[src/rtl/split_irq_pkg.sv]
package split_irq_pkg;
  localparam int unsigned DW     = 8;
  localparam int unsigned SRC_LO = 2;
  localparam int unsigned SRC_N  = 5;
  localparam int unsigned SRC_HI = SRC_LO + SRC_N - 1;
  localparam int unsigned POR_B  = 1;
  localparam int unsigned MST_B  = 0;

  typedef enum logic [1:0] {CLR_BY_REG, CLR_BY_SER_RD, CLR_BY_SER_WR} clr_kind_e;

  // how the flag at a given read-bit position is cleared
  function automatic clr_kind_e clr_kind(int unsigned bitpos);
    case (bitpos)
      4:       return CLR_BY_SER_RD;
      5:       return CLR_BY_SER_WR;
      default: return CLR_BY_REG;
    endcase
  endfunction
endpackage

[src/rtl/irq_enable_reg.sv]
module irq_enable_reg
  import split_irq_pkg::*;
(
  input  logic             clk_i,
  input  logic             rst_ni,
  input  logic             we_i,
  input  logic [DW-1:0]    d_i,
  output logic [SRC_N-1:0] q_o
);
  logic unused_wbits;
  assign unused_wbits = ^{d_i[DW-1:SRC_HI+1], d_i[SRC_LO-1:0]};

  always_ff @(posedge clk_i or negedge rst_ni) begin
    if (!rst_ni)   q_o <= '0;
    else if (we_i) q_o <= d_i[SRC_HI:SRC_LO];
  end
endmodule

[src/rtl/irq_src_flag.sv]
module irq_src_flag (
  input  logic clk_i,
  input  logic rst_ni,
  input  logic set_i,
  input  logic clr_i,
  output logic q_o
);
  // set dominates a same-cycle clear
  always_ff @(posedge clk_i or negedge rst_ni) begin
    if (!rst_ni) q_o <= 1'b0;
    else         q_o <= set_i | (q_o & ~clr_i);
  end
endmodule

[src/rtl/irq_read_mux.sv]
module irq_read_mux
  import split_irq_pkg::*;
(
  input  logic [SRC_N-1:0] status_i,
  input  logic [SRC_N-1:0] enable_i,
  input  logic             por_i,
  output logic             master_o,
  output logic [DW-1:0]    rdata_o
);
  assign master_o = |(status_i & enable_i);

  always_comb begin
    rdata_o                = '0;
    rdata_o[DW-1]          = 1'b1;
    rdata_o[SRC_HI:SRC_LO] = status_i;
    rdata_o[POR_B]         = por_i;
    rdata_o[MST_B]         = master_o;
  end
endmodule

[src/rtl/split_irq_ctrl.sv]
module split_irq_ctrl
  import split_irq_pkg::*;
(
  input  logic             clk_i,
  input  logic             rst_ni,
  input  logic             irq_wr_i,
  input  logic             irq_rd_i,
  input  logic             clr_wr_i,
  input  logic [DW-1:0]    wdata_i,
  input  logic             ser_rd_i,
  input  logic             ser_wr_i,
  input  logic [SRC_N-1:0] evt_i,
  output logic [DW-1:0]    rdata_o,
  output logic             irq_no
);
  logic [SRC_N-1:0] mask_q;
  logic [SRC_N-1:0] status;
  logic             por_q;
  logic             master;

  irq_enable_reg u_en (
    .clk_i (clk_i),
    .rst_ni(rst_ni),
    .we_i  (irq_wr_i),
    .d_i   (wdata_i),
    .q_o   (mask_q)
  );

  for (genvar k = 0; k < SRC_N; k++) begin : g_src
    localparam int unsigned BP = SRC_LO + k;
    logic clr;
    if (clr_kind(BP) == CLR_BY_SER_RD) begin : g_rd
      assign clr = ser_rd_i;
    end else if (clr_kind(BP) == CLR_BY_SER_WR) begin : g_wr
      assign clr = ser_wr_i;
    end else begin : g_reg
      assign clr = clr_wr_i & wdata_i[BP];
    end
    irq_src_flag u_flag (
      .clk_i (clk_i),
      .rst_ni(rst_ni),
      .set_i (evt_i[k]),
      .clr_i (clr),
      .q_o   (status[k])
    );
  end

  // power-on flag: set by reset, dropped by first read
  always_ff @(posedge clk_i or negedge rst_ni) begin
    if (!rst_ni)       por_q <= 1'b1;
    else if (irq_rd_i) por_q <= 1'b0;
  end

  irq_read_mux u_mux (
    .status_i(status),
    .enable_i(mask_q),
    .por_i   (por_q),
    .master_o(master),
    .rdata_o (rdata_o)
  );

  assign irq_no = ~master;
endmodule

[config.mk]
export PLATFORM = sky130hd
export DESIGN_NAME = split_irq_ctrl
export DESIGN_NICKNAME = d
export VERILOG_FILES = /design/src/rtl/split_irq_pkg.sv /design/src/rtl/irq_enable_reg.sv /design/src/rtl/irq_src_flag.sv /design/src/rtl/irq_read_mux.sv /design/src/rtl/split_irq_ctrl.sv
export SDC_FILE = /design/constraint.sdc
export NUM_CORES = 1
export LEC_CHECK = 0
export ABC_AREA = 1
export ABC_CLOCK_PERIOD_IN_PS = 2100
export BUFFER_PORTS_ARGS = -buffer_cell sky130_fd_sc_hd__buf_2
export CORE_MARGIN = 4
export CORE_UTILIZATION = 40
export DETAILED_ROUTE_END_ITERATION = 8
export GPL_TIMING_DRIVEN = 0
export PLACE_DENSITY_LB_ADDON = 0.2
export SETUP_SLACK_MARGIN = 0.02
export SYNTH_ARGS = -nofsm -noshare
export SYNTH_HDL_FRONTEND = slang
export SYNTH_SLANG_ARGS = --single-unit
[constraint.sdc]
create_clock -name clk_i -period 2.1 [get_ports clk_i]
set_clock_uncertainty 0.1 [all_clocks]
set_input_delay 0.21 -clock clk_i [delete_from_list [all_inputs] [get_ports clk_i]]
set_output_delay 0.21 -clock clk_i [all_outputs]
set_load 0.01 [all_outputs]
* Yosys cells after proc, flatten, opt, wreduce, memory -nomap -nowiden
Cells that the tools add are included.
Operators by class: mux-type cells 0, add/sub/neg operators 0, reduce and logical (&&, ||, !) cells 1, shifts and indexed selects 0, equal/unequal tests 0, bitwise operators 20, $mul 0, order comparisons 0, div/mod/pow operators 0
Operators by type and width (number):
- $and 1x1->1 | 8
- $not 1->1 | 6
- $and 5x5->5 | 1
- $or 1x1->1 | 5
- $reduce_or 5->1 | 1
Word-level totals: flip-flop bits (word level) 11, bits in latches 0, memory bits (read-only) 0, memory bits (writable) 0, memories 0

* Depth between registers and ports, before layout
depth in word-level cells 4, mapped depth 5, mapped depth without buffers 4

* Cells and area by module
A second synthesis with hierarchy kept.
Second synthesis, totals: cells, all modules 76, area total of the unflattened synthesis 550.5 sq um
By module, submodules not included:
- irq_src_flag | cells each 5, area each 40.0 sq um, times used 5
- irq_enable_reg | cells each 21, area each 185.2 sq um, times used 1
- irq_read_mux | cells each 20, area each 105.1 sq um, times used 1
- split_irq_ctrl | cells each 10, area each 60.1 sq um, times used 1

* Worst setup path before layout
No wires, ideal clock.
path kind reg2out, start register g_src[2].u_flag.q_o, end output rdata_o[0], arrival 0.733 ns, setup slack 1.057 ns, path buffers 1, stages on the path, launching flop included 6, path through dfrtp_1 > nand2_1 > nand2_1 > nor2_1 > nand2_1 > buf_4
Between the ends: longest elaborated chain between the ends 2
Ends and longest elaborated chain:
- from (decl) | line irq_src_flag.sv:6 | output logic q_o
- from (signal assigned) | line irq_src_flag.sv:11 | else q_o <= set_i | (q_o & ~clr_i);
- $and 5x5->5 | line irq_read_mux.sv:10 | assign master_o = |(status_i & enable_i);
- $reduce_or 5->1 | line irq_read_mux.sv:10
- to (decl) | line split_irq_ctrl.sv:13 | output logic [DW-1:0] rdata_o,
No other way between the ends.

* Worst setup path after layout
Same ends and word-level chain as after synthesis.

==> reports/results.ini <==
[finish]
fin_nets=111
fillers=102
antenna_cells=0
layout-drive-gt1-share=0.422
utilization=0.608
multi_input_area_um2=146
syn_to_final_growth_pct=33.9
ff_latch_area_um2=277

[worst_setup_path]
cp_common_cell=nand2_1
required_ps=1790
worst-path-buf-inv=2
path_class=flip-flop to primary output
critical_path_cell_count=6
cp_slowest_cell=dfrtp_1
critical_path.max_fanout=3
worstRegToRegCells=2
cp-end-kind=primary output
crit_path_start_kind=flip-flop
crit_chain=nand2_1 > nand2_1 > nor2_1 > nand2_1 > buf_4 > buf_2
path_delay_family=flip-flops
slowest_delay_ps=400
cp.arrival_ps=1190

[global_routing]
grt_use_total=0.107
antenna_found_initial=0
grt_pass1_vias=397
grt_first_pass_wirelength_um=1550
grt_max_degree=12
grt.overflow.total=0

[flow_run]
cap_violations=0

[floorplan]
dieArea_um2=1980
die-height_um=44.5
std_cell_rows=12
start_util=0.454
die_w_um=44.5
io_pins=29
core-area_um2=1170

[logic_synthesis]
postSynthCellCount=61
ys_seq_elements=11
synth_ff_type=dfrtp_1
synthTopCellsByArea=dfrtp_1 47%, buf_4 11%, nand2_1 11%
yosys-top-cells-count=16 x nand2_1, 10 x dfrtp_1, 10 x inv_1
synth_seq_area_share=0.520
synth_edf_count=0
synth.top_cell.area_share=0.471
syn_area_per_cell_um2=8.72
syn_nets=81
yosys.area.top_type=dfrtp_1
async_flop_share=1.00
yosysWarnings=0
synth_cell_types=13
syn-cell-area_um2=532
synthMostInstantiatedCell=nand2_1

[clocking]
cts_max_level=1
cts_made_buffers=3
tritoncts=done
ctsLongestPathBuffers=2
clk_pin_slew_worst_paths_ps=80
clock_sinks=11
clockRootBuffer=clkbuf_4
clk_latency_ps=270
postCtsSetupBuffers=0
cts_resized=0

[timing]
tns_ps=0
timing.fmax_mhz=668
fin_crit_ps=1500
rsz0062_at_grt=false
drv_slew=0
finalCritPeriodShare=0.713
setup-violations-final=0
hold_violations=0

[pwr]
p_leak_nw=0.407
p_total_uw=466
power_density_nw_per_um2=654
peakVddDrop_mv=0.469

[detailed_routing]
drt_pre_antenna_iters=3
vias_per_cell=4.12
first_iter_violations=2
route.detailed.drc=0
vias=428
drt_wl_total_um=995
drtAntennaViolNets=0
routedWlPerCell_um=9.57

[worst_hold_path]
hp-class=input pin to flip-flop
holdPathStages=2

[placement]
gp_congestion=0.701
port_buffers=23
dp_hpwl_um=779

[status]
status=finished, final reports clean

==> logic make-up after synthesis <==
kind of cell / share of synthesized area
flops: 0.520
other cells: 0.00705
compound gates: 0.125
buf+inv: 0.205
simple gates: 0.144
==> area by class of cell <==
cell class / count / area share
Clock buffer: 3 / 0.0316
Buffer: 9 / 0.100
Inverter: 10 / 0.0527
Timing Repair Buffer: 25 / 0.190
Clock inverter: 1 / 0.00703
Sequential cell: 11 / 0.388
Multi-Input combinational cell: 31 / 0.206
Tap cell: 14 / 0.0246
==> path summary, 6_finish.rpt <==
kind,from,end,slack (ps)
worst max-delay path,g_src[2].u_flag.q_o,rdata_o[0],600
worst min-delay path,evt_i[4],g_src[4].u_flag.q_o,20
worst min register to register,por_q,por_q,340
min in group asynchronous,rst_ni,g_src[4].u_flag.q_o,230
max in group asynchronous,rst_ni,por_q,1410
worst max register to register,por_q,por_q,1290
==> stage by stage <==
step	worst slack (ps)	cells	cell area, um2	hold slack [ps]
finish	604	104	712	17.5
global route	504	104	712	7.73
CTS	585	104	712	11.7
detailed placement	898	98	664	-8.48
global placement	899	98	664	-12.7
floorplan	1060	61	532	-186
==> placed cells by master (no fill, tap or decap) <==
cell / netlist / routed
clkbuf_4: 0 / 3
buf_4: 8 / 8
dfstp_2: 1 / 1
dfrtp_1: 10 / 10
nand2_1: 16 / 16
o21bai_1: 2 / 2
buf_2: 0 / 23
a21o_1: 3 / 3
inv_1: 10 / 10
nand3_1: 1 / 1
dlygate4sd3_1: 0 / 2
nor2_1: 3 / 3
o21ai_1: 4 / 4
o21ai_2: 1 / 1
buf_6: 1 / 1
conb_1: 1 / 1
clkinv_2: 0 / 1
==> routing by layer <==
layer  vias to the layer above  GRT usage  routed length, um
li1                        234          -                  -
met1                       182      0.118                389
met2                        10      0.186                530
met3                         2     0.0285                 64
met4                         0     0.0542                 10
met5                         -          0                  0
==> power by group <==
group / internal [mW] / switching [mW] / total, mW
clock: 0.0704 / 0.0716 / 0.142
combinational: 0.0473 / 0.0405 / 0.0879
sequential: 0.227 / 0.00910 / 0.236
==> sequential cells by signal (all words and copies together), names as in the netlist <==
register and flops:
u_en.q_o 5, por_q 1, g_src.u_flag.q_o 5
==> repair_timing <==
item | in CTS | in global routing
hold endpoints to repair | 12 | 0
endpoints found under the setup margin | 0 | 0
hold buffers | 2 | 0
Power figures use the tool's default switching activity.
